**config.mk**
```make
export PLATFORM = sky130hd
export DESIGN_NAME = flash_keyctl
export DESIGN_NICKNAME = d
export VERILOG_FILES = /design/src/rtl/flkc_pkg.sv /design/src/rtl/flkc_keyguard.sv /design/src/rtl/flkc_optimer.sv /design/src/rtl/flash_keyctl.sv
export SDC_FILE = /design/constraint.sdc
export NUM_CORES = 1
export LEC_CHECK = 0
export BUFFER_PORTS_ARGS = -buffer_cell sky130_fd_sc_hd__buf_2
export CORE_MARGIN = 2
export CORE_UTILIZATION = 46
export CTS_CLUSTER_SIZE = 30
export DETAILED_ROUTE_END_ITERATION = 10
export MAX_ROUTING_LAYER = met4
export PLACE_DENSITY = 0.75
export SLEW_MARGIN = 20
export SYNTH_ARGS = -nofsm -noshare
export SYNTH_HDL_FRONTEND = slang
export SYNTH_HIERARCHICAL = 1
export SYNTH_SLANG_ARGS = --single-unit
```
**constraint.sdc**
```tcl
create_clock -name clk -period 2.4 [get_ports clk]
set_clock_uncertainty 0.05 [all_clocks]
set_input_delay 0.24 -clock clk [delete_from_list [all_inputs] [get_ports clk]]
set_output_delay 0.24 -clock clk [all_outputs]
set_load 0.02 [all_outputs]
```
**src/rtl/flkc_pkg.sv**
```systemverilog
package flkc_pkg;
    localparam logic [31:0] KEY_FIRST  = 32'h4567_0123;
    localparam logic [31:0] KEY_SECOND = 32'hCDEF_89AB;

    // word index = byte offset / 4
    localparam logic [3:0] IDX_KEY  = 4'd1;
    localparam logic [3:0] IDX_STAT = 4'd3;
    localparam logic [3:0] IDX_CTRL = 4'd4;
    localparam logic [3:0] IDX_ADDR = 4'd5;

    localparam int CR_PG    = 0;
    localparam int CR_PER   = 1;
    localparam int CR_MER   = 2;
    localparam int CR_START = 6;
    localparam int CR_LOCK  = 7;

    localparam int SR_BSY   = 0;
    localparam int SR_PGERR = 2;
    localparam int SR_WPERR = 4;
    localparam int SR_EOP   = 5;

    localparam logic [15:0] ERASED_HW = 16'hFFFF;

    typedef enum logic [1:0] {KG_WAIT1, KG_WAIT2, KG_OPEN, KG_DEAD} kg_state_t;
    typedef enum logic [1:0] {OP_NONE, OP_PAGE, OP_MASS, OP_PROG} op_kind_t;

    typedef struct packed {
        logic pg;
        logic per;
        logic mer;
        logic start;
    } ctrl_t;

    function automatic logic [3:0] word_index(input logic [5:0] byte_off);
        return byte_off[5:2];
    endfunction
endpackage

```
**src/rtl/flkc_keyguard.sv**
```systemverilog
module flkc_keyguard
    import flkc_pkg::*;
(
    input  logic        clk,
    input  logic        rst,
    input  logic        key_we,
    input  logic [31:0] key_data,
    input  logic        relock,
    output logic        unlocked,
    output logic        dead
);
    kg_state_t st_q;

    always_ff @(posedge clk) begin
        if (rst) begin
            st_q <= KG_WAIT1;
        end else begin
            case (st_q)
                KG_WAIT1: if (key_we) st_q <= (key_data == KEY_FIRST)  ? KG_WAIT2 : KG_DEAD;
                KG_WAIT2: if (key_we) st_q <= (key_data == KEY_SECOND) ? KG_OPEN  : KG_DEAD;
                KG_OPEN:  if (relock) st_q <= KG_WAIT1;
                default:  st_q <= KG_DEAD;
            endcase
        end
    end

    assign unlocked = (st_q == KG_OPEN);
    assign dead     = (st_q == KG_DEAD);
endmodule

```
**src/rtl/flkc_optimer.sv**
```systemverilog
module flkc_optimer
    import flkc_pkg::*;
#(
    parameter int ERASE_CYC = 20,
    parameter int MASS_CYC  = 40,
    parameter int PROG_CYC  = 5
) (
    input  logic     clk,
    input  logic     rst,
    input  logic     launch,
    input  op_kind_t kind,
    output logic     busy,
    output logic     done
);
    localparam int MAX_A = (ERASE_CYC > MASS_CYC) ? ERASE_CYC : MASS_CYC;
    localparam int MAXC  = (MAX_A > PROG_CYC) ? MAX_A : PROG_CYC;
    localparam int CW    = $clog2(MAXC + 1);

    logic          running_q;
    logic [CW-1:0] cnt_q;

    function automatic logic [CW-1:0] span(input op_kind_t k);
        case (k)
            OP_PAGE: return CW'(ERASE_CYC - 1);
            OP_MASS: return CW'(MASS_CYC - 1);
            default: return CW'(PROG_CYC - 1);
        endcase
    endfunction

    always_ff @(posedge clk) begin
        if (rst) begin
            running_q <= 1'b0;
            cnt_q     <= '0;
        end else if (!running_q) begin
            if (launch) begin
                running_q <= 1'b1;
                cnt_q     <= span(kind);
            end
        end else if (cnt_q == '0) begin
            running_q <= 1'b0;
        end else begin
            cnt_q <= cnt_q - 1'b1;
        end
    end

    assign busy = running_q;
    assign done = running_q && (cnt_q == '0);
endmodule

```
**src/rtl/flash_keyctl.sv**
```systemverilog
module flash_keyctl
    import flkc_pkg::*;
#(
    parameter int ADDR_W    = 20,
    parameter int ERASE_CYC = 20,
    parameter int MASS_CYC  = 40,
    parameter int PROG_CYC  = 5
) (
    input  logic              clk,
    input  logic              rst,
    input  logic [5:0]        reg_addr,
    input  logic              reg_we,
    input  logic [31:0]       reg_wdata,
    input  logic              reg_re,
    output logic [31:0]       reg_rdata,
    input  logic              fl_we,
    input  logic [ADDR_W-1:0] fl_addr,
    input  logic [15:0]       fl_wdata,
    input  logic [15:0]       cell_rdata,
    input  logic              cell_wprot,
    output logic              arr_we,
    output logic [ADDR_W-1:0] arr_addr,
    output logic [15:0]       arr_wdata
);
    logic [3:0]        widx;
    logic              unlocked, dead, lock;
    logic              bsy, op_done;
    logic              cr_wr, sr_wr, ar_wr, key_wr;
    logic              start_req, prog_try, prog_go, relock;
    op_kind_t          op_kind;
    ctrl_t             cr_q;
    logic              start_q;
    logic              eop_q, pgerr_q, wperr_q;
    logic [ADDR_W-1:0] ar_q;
    logic [31:0]       rd_mux;

    assign widx   = word_index(reg_addr);
    assign lock   = !unlocked;
    assign key_wr = reg_we && (widx == IDX_KEY);
    assign sr_wr  = reg_we && (widx == IDX_STAT);
    assign cr_wr  = reg_we && (widx == IDX_CTRL) && unlocked && !bsy;
    assign ar_wr  = reg_we && (widx == IDX_ADDR) && unlocked && !bsy;
    assign relock = cr_wr && reg_wdata[CR_LOCK];

    assign start_req = cr_wr && reg_wdata[CR_START] && (reg_wdata[CR_PER] ^ reg_wdata[CR_MER]);
    assign prog_try  = fl_we && cr_q.pg && unlocked && !bsy && !start_req;
    assign prog_go   = prog_try && !cell_wprot && (cell_rdata == ERASED_HW);

    always_comb begin
        if (prog_go)               op_kind = OP_PROG;
        else if (reg_wdata[CR_PER]) op_kind = OP_PAGE;
        else                        op_kind = OP_MASS;
    end

    flkc_keyguard u_keyguard (
        .clk      (clk),
        .rst      (rst),
        .key_we   (key_wr),
        .key_data (reg_wdata),
        .relock   (relock),
        .unlocked (unlocked),
        .dead     (dead)
    );

    flkc_optimer #(
        .ERASE_CYC (ERASE_CYC),
        .MASS_CYC  (MASS_CYC),
        .PROG_CYC  (PROG_CYC)
    ) u_optimer (
        .clk    (clk),
        .rst    (rst),
        .launch (start_req || prog_go),
        .kind   (op_kind),
        .busy   (bsy),
        .done   (op_done)
    );

    assign start_q = cr_q.start;

    always_ff @(posedge clk) begin
        if (rst) begin
            cr_q      <= '0;
            eop_q     <= 1'b0;
            pgerr_q   <= 1'b0;
            wperr_q   <= 1'b0;
            ar_q      <= '0;
            arr_we    <= 1'b0;
            arr_addr  <= '0;
            arr_wdata <= '0;
            reg_rdata <= '0;
        end else begin
            if (cr_wr) begin
                cr_q.pg    <= reg_wdata[CR_PG];
                cr_q.per   <= reg_wdata[CR_PER];
                cr_q.mer   <= reg_wdata[CR_MER];
                cr_q.start <= start_req;
            end else if (op_done) begin
                cr_q.start <= 1'b0;
            end

            if (op_done)                        eop_q <= 1'b1;
            else if (sr_wr && reg_wdata[SR_EOP]) eop_q <= 1'b0;

            if (prog_try && !cell_wprot && (cell_rdata != ERASED_HW)) pgerr_q <= 1'b1;
            else if (sr_wr && reg_wdata[SR_PGERR])                    pgerr_q <= 1'b0;

            if (prog_try && cell_wprot)              wperr_q <= 1'b1;
            else if (sr_wr && reg_wdata[SR_WPERR])   wperr_q <= 1'b0;

            if (ar_wr) ar_q <= reg_wdata[ADDR_W-1:0];

            arr_we <= prog_go;
            if (prog_go) begin
                arr_addr  <= fl_addr;
                arr_wdata <= fl_wdata;
            end

            if (reg_re) reg_rdata <= rd_mux;
        end
    end

    always_comb begin
        rd_mux = '0;
        case (widx)
            IDX_STAT: begin
                rd_mux[SR_BSY]   = bsy;
                rd_mux[SR_PGERR] = pgerr_q;
                rd_mux[SR_WPERR] = wperr_q;
                rd_mux[SR_EOP]   = eop_q;
            end
            IDX_CTRL: begin
                rd_mux[CR_PG]    = cr_q.pg;
                rd_mux[CR_PER]   = cr_q.per;
                rd_mux[CR_MER]   = cr_q.mer;
                rd_mux[CR_START] = cr_q.start;
                rd_mux[CR_LOCK]  = lock;
            end
            IDX_ADDR: rd_mux[ADDR_W-1:0] = ar_q;
            default:  rd_mux = '0;
        endcase
    end
endmodule

```
==> impl_metrics.tcl, run 1 <==
set metrics [dict create \
    diodes 0 \
    ctsLongestPathBuffers 2 \
    grt_pass1_vias 3468 \
    finalWirelength_mm 9.91 \
    core_area_sq_um 9280 \
    fmax_ghz 0.450 \
    num_vias 3805 \
    holdCritPathClass "input port to flip-flop" \
    port_buffers 150 \
    endpoint_kind "flip-flop" \
    worst_ep_arrival_time_ns 2.43 \
    grt_use_total 0.191 \
    path_class "flip-flop to flip-flop" \
    finalCriticalPeriod_ns 2.22 \
    rsz0062_at_grt "no" \
    syn_area_sq_um 4400 \
    start_kind "flip-flop" \
    placementRows 35 \
    drcViolationCount 0 \
    cts_buffers 9 \
    synthCells 489 \
    status "complete, no violations" \
    grt_pass1_wl_mm 15.5 \
    drtIter0Drc 244 \
    yosys_warnings 6 \
    clk_latency_ns 0.36 \
    fin_cells 762 \
    die-width_um 102 \
    powerDensity_nw_per_um2 535 \
    grt-ovfl-total 0 \
    hold_viol 0 \
    cellLeakagePower_nw 2.20 \
    routedWlPerCell_um 13.0 \
    critPathRequiredTime_ns 2.61 \
    path_cells "nor2b_2 > and3b_2 > nand4_4 > nand3_1 > nand2b_1 > inv_1 > ha_1 > nand2_1 > o21ai_0 > a221oi_1" \
    syn2layout_area_growth_pct 22.8 \
    cts_root_buf "clkbuf_8" \
    avgSynthCellArea_sq_um 9.00 \
    setup_viol 0 \
    drt_first_pass_iters 4 \
    cts_max_level 3 \
    antenna_found_initial 0 \
    drive_above_1_share 0.305 \
    routabilityCongestion 0.838 \
    nNetsFinal 729 \
    tns_ns 0 \
    vias_per_cell 4.99 \
    cts_tree "done" \
    die-area_sq_um 10400 \
    finalCritPeriodShare 0.927 \
    report.final.slew_viol_count 0 \
    crit_fanout 6 \
    grt_start_max_net_pins 130 \
    cpPeakStageDelay_ns 0.38 \
    dp_cells 746 \
    ant_nets 0 \
    clk_pin_slew_ns 0.10 \
    start_util 0.474 \
    peakVddDrop_uv 275 \
    clock_sinks 93 \
    hpwl_mm 7.11 \
    drv_cap 0 \
    cpMaxStageDelayCell "dfxtp_1" \
    ios 165 \
    die_y_um 102 \
]
==> metal layers <==
| layer | track usage | up-vias | wire [um] |
|---|---|---|---|
| li1 | - | 1924 | - |
| met1 | 0.239 | 1750 | 4460 |
| met2 | 0.311 | 125 | 4670 |
| met3 | 0.0417 | 6 | 685 |
| met4 | 0.0564 | 0 | 96 |
| met5 | - | - | 0 |
==> registers in the layout, indices dropped and copies added (netlist names) <==
signal,cells
wperr_q,1
u_optimer/cnt_q,6
pgerr_q,1
arr_we,1
cr_q,3
start_q,1
u_keyguard/st_q,2
eop_q,1
reg_rdata,20
ar_q,20
arr_wdata,16
arr_addr,20
u_optimer/busy,1
==> stage by stage <==
step | area [sq um] | hold slack (ns) | power, mW | util | setup slack [ns]
6_report | 5410 | 0.0674 | 2.89 | 0.582 | 0.176
5_1_grt | 5410 | 0.0630 | 3.01 | 0.582 | 0.0226
4_1_cts | 5400 | 0.0509 | 2.93 | 0.582 | 0.0714
3_5_place_dp | 5190 | 0.398 | 1.82 | 0.559 | 0.108
3_3_place_gp | 5190 | 0.391 | 1.82 | 0.559 | 0.222
2_1_floorplan | 4440 | 0.255 | 1.72 | - | 0.353
==> cell type report <==
class,count,area (sq um)
flip-flops and latches,93,1860
well taps,129,161
fillers,848,3880
repair buffers,159,843
clock inverters,6,75.1
clock buffers,10,138
multi-input cells,358,2300
inverters,7,26.3
==> power by group <==
| part | leakage (nW) | internal, mW | switching [mW] |
|---|---|---|---|
| Combinational | 1.35 | 0.109 | 0.128 |
| Sequential | 0.750 | 1.55 | 0.00295 |
| Clock | 0.105 | 0.527 | 0.576 |
==> layout by cell type, fill, tap and decap left out, drive strengths merged, types with 2 or more instances in the layout <==
master and n:
buf 159, nand2b 95, dfxtp 93, nand2 48
a21oi 43, mux2i 39, nand3 21, nor2 19
conb 12, clkbuf 10, inv 10, a211oi 9
nand4 8, a22oi 6, nand3b 6, ha 5
nor4 5, nor2b 4, nor3 4, o21ai 4
nand4b 3, and4bb 2, and2 2, a222oi 2
and2b 2, nor4b 2, and3 2, or3b 2
==> critical path, delay by kind of cell, from the launching register on <==
| family | cells | cell delay, ns |
|---|---|---|
| and+or+nand+nor | 6 | 1.02 |
| DFF | 1 | 0.38 |
| AOI/OAI and AO/OA | 2 | 0.36 |
| adders and majority gates | 1 | 0.25 |
| buffers and inverters | 1 | 0.07 |
==> final timing paths <==
| path | start | end | slack, ns | cells past startpoint |
|---|---|---|---|---|
| max | u_keyguard/st_q[1]$_SDFFE_PP0P_ | u_optimer/cnt_q[1]$_SDFFE_PP0P_ | 0.18 | 10 |
| min | reg_wdata[17] | ar_q[17]$_SDFFE_PP0P_ | 0.07 | 3 |
| max reg2reg | u_keyguard/st_q[1]$_SDFFE_PP0P_ | u_optimer/cnt_q[1]$_SDFFE_PP0P_ | 0.18 | 10 |
| min reg2reg | ar_q[1]$_SDFFE_PP0P_ | ar_q[1]$_SDFFE_PP0P_ | 0.41 | 2 |
==> timing repair <==
item | CTS | global route
endpoints found under the hold margin | 0 | 0
setup buffers | 0 | 0
endpoints found under the setup margin | 0 | 3
hold buffers | 0 | 0
resized for setup | 0 | 2
No activity file was read; power rests on OpenSTA's default activity.
==> run 2, diff against run 1 <==
- CORE_MARGIN: 2 -> default
- REMOVE_ABC_BUFFERS: default -> 1
- clock period: 2.4 -> 2.6 ns (I/O delays scaled with it)
==> run 2 against run 1 <==
Effect of this change:
- via count grew 0.34%
- sequential share of layout area grew 0.18 points
- first-iteration DRC count shrank 16%
==> impl_metrics.tcl, run 2 (synthesized netlist as in run 1, its figures left out) <==
set metrics [dict create \
    start_kind "flip-flop" \
    holdCritPathClass "input port to flip-flop" \
    fin_ws_ns 0.220 \
    clk_latency_ns 0.35 \
    hpwl_mm 7.40 \
    worst_ep_arrival_time_ns 2.58 \
    endpoint_kind "flip-flop" \
    core_area_sq_um 9240 \
    cts_buffers 9 \
    dp_worst_setup_slack_ns 0.178 \
    cts_root_buf "clkbuf_8" \
    path_class "flip-flop to flip-flop" \
    mostFrequentLayoutCells "150 x buf_2, 95 x nand2b_1, 93 x dfxtp_1" \
    grt_use_total 0.210 \
    antenna_found_initial 0 \
    grt_pass1_wl_mm 16.3 \
    ctsResizeCount 0 \
    status "complete, no violations" \
    num-fill-cells 861 \
    grt-ovfl-total 0 \
    finalWirelength_mm 10.2 \
    largestRegisters "ar_q (20), arr_addr (20), reg_rdata (20)" \
    routabilityCongestion 0.878 \
    rsz0062_at_grt "no" \
    final_area_sq_um 5380 \
    die-width_um 99.8 \
    placementRows 35 \
    grt_start_max_net_pins 63 \
    num_vias 3818 \
    vias_per_cell 5.03 \
    critPathRequiredTime_ns 2.80 \
    final_common_cell "buf_2" \
    peakVddDrop_uv 239 \
    multi_input_area_sq_um 2300 \
    drcViolationCount 0 \
    drive_above_1_share 0.298 \
    drv_cap 0 \
    finalCritPeriodShare 0.915 \
    hold_viol 0 \
    drtIter0Drc 204 \
    ctsLongestPathBuffers 2 \
    final-seq-area_sq_um 1860 \
    die-area_sq_um 9970 \
    start_util 0.477 \
    drt_first_pass_iters 5 \
    nNetsFinal 726 \
    finalCriticalPeriod_ns 2.38 \
    fmax_ghz 0.420 \
    ios 165 \
    setup_viol 0 \
    die_y_um 99.8 \
    slew_headroom 0.280 \
    clk_pin_slew_ns 0.10 \
    routedWlPerCell_um 13.5 \
    crit_fanout 6 \
    worstMarginPinSlew_ns 1.08 \
    clock_sinks 93 \
    post_dp_cell_area_sq_um 5170 \
    postCtsHoldBufs 0 \
    grt_pass1_vias 3530 \
    ant_nets 0 \
    cellLeakagePower_nw 2.19 \
    cts_tree "done" \
    syn2layout_area_growth_pct 22.1 \
    powerDensity_nw_per_um2 494 \
    port_buffers 150 \
    post_cts.repair.setup_buffers 0 \
    report.final.slew_viol_count 0 \
    cts_max_level 3 \
    diodes 0 \
]
## run 2: worst max-delay path, stage by stage (launching register included)
cell and delay, ns:
dfxtp_1 0.39, nor2b_2 0.25, and3b_1 0.30, nand4_4 0.16, nand3_1 0.22, nand2b_1 0.13
inv_1 0.07, ha_1 0.26, nand2_1 0.07, o21ai_0 0.08, a221oi_1 0.30
## run 2: area by class of cell
type	instances	share of cell area
Multi-Input combinational cell	358	0.428
Sequential cell	93	0.346
Timing Repair Buffer	156	0.153
Tap cell	129	0.0300
Clock buffer	11	0.0263
Clock inverter	5	0.0123
Inverter	7	0.00489
## run 2: layer usage
layer	track usage	wire, um	vias to the layer above
li1	-	-	1920
met1	0.260	4440	1753
met2	0.336	5050	133
met3	0.0341	558	12
met4	0.0939	187	0
met5	-	0	-
## run 2: per-stage QoR
step / setup TNS [ns] / power (mW) / cells / utilization / hold WS (ns)
finish: 0 / 2.65 / 759 / 0.582 / 0.100
global route: 0 / 2.76 / 759 / 0.582 / 0.0805
CTS: 0 / 2.68 / 759 / 0.582 / 0.0866
detailed placement: 0 / 1.68 / 743 / 0.559 / 0.396
global placement: 0 / 1.68 / 743 / 0.559 / 0.393
floorplan: -1.38 / 1.55 / 458 / - / 0.275
## run 2: final timing paths
path                                    from                              end  slack [ns]  depth (start not counted)
min                              fl_wdata[9]        arr_wdata[9]$_SDFFE_PP0P_        0.10                          3
min reg2reg             ar_q[1]$_SDFFE_PP0P_             ar_q[1]$_SDFFE_PP0P_        0.41                          2
max          u_keyguard/st_q[1]$_SDFFE_PP0P_  u_optimer/cnt_q[1]$_SDFFE_PP0P_        0.22                         10
max reg2reg  u_keyguard/st_q[1]$_SDFFE_PP0P_  u_optimer/cnt_q[1]$_SDFFE_PP0P_        0.22                         10
## run 2: power breakdown
group          total, mW  switching, mW  leakage [nW]  internal, mW
logic              0.221          0.119          1.33         0.102
registers           1.43        0.00294         0.750          1.43
clock network       1.00          0.519         0.102         0.484
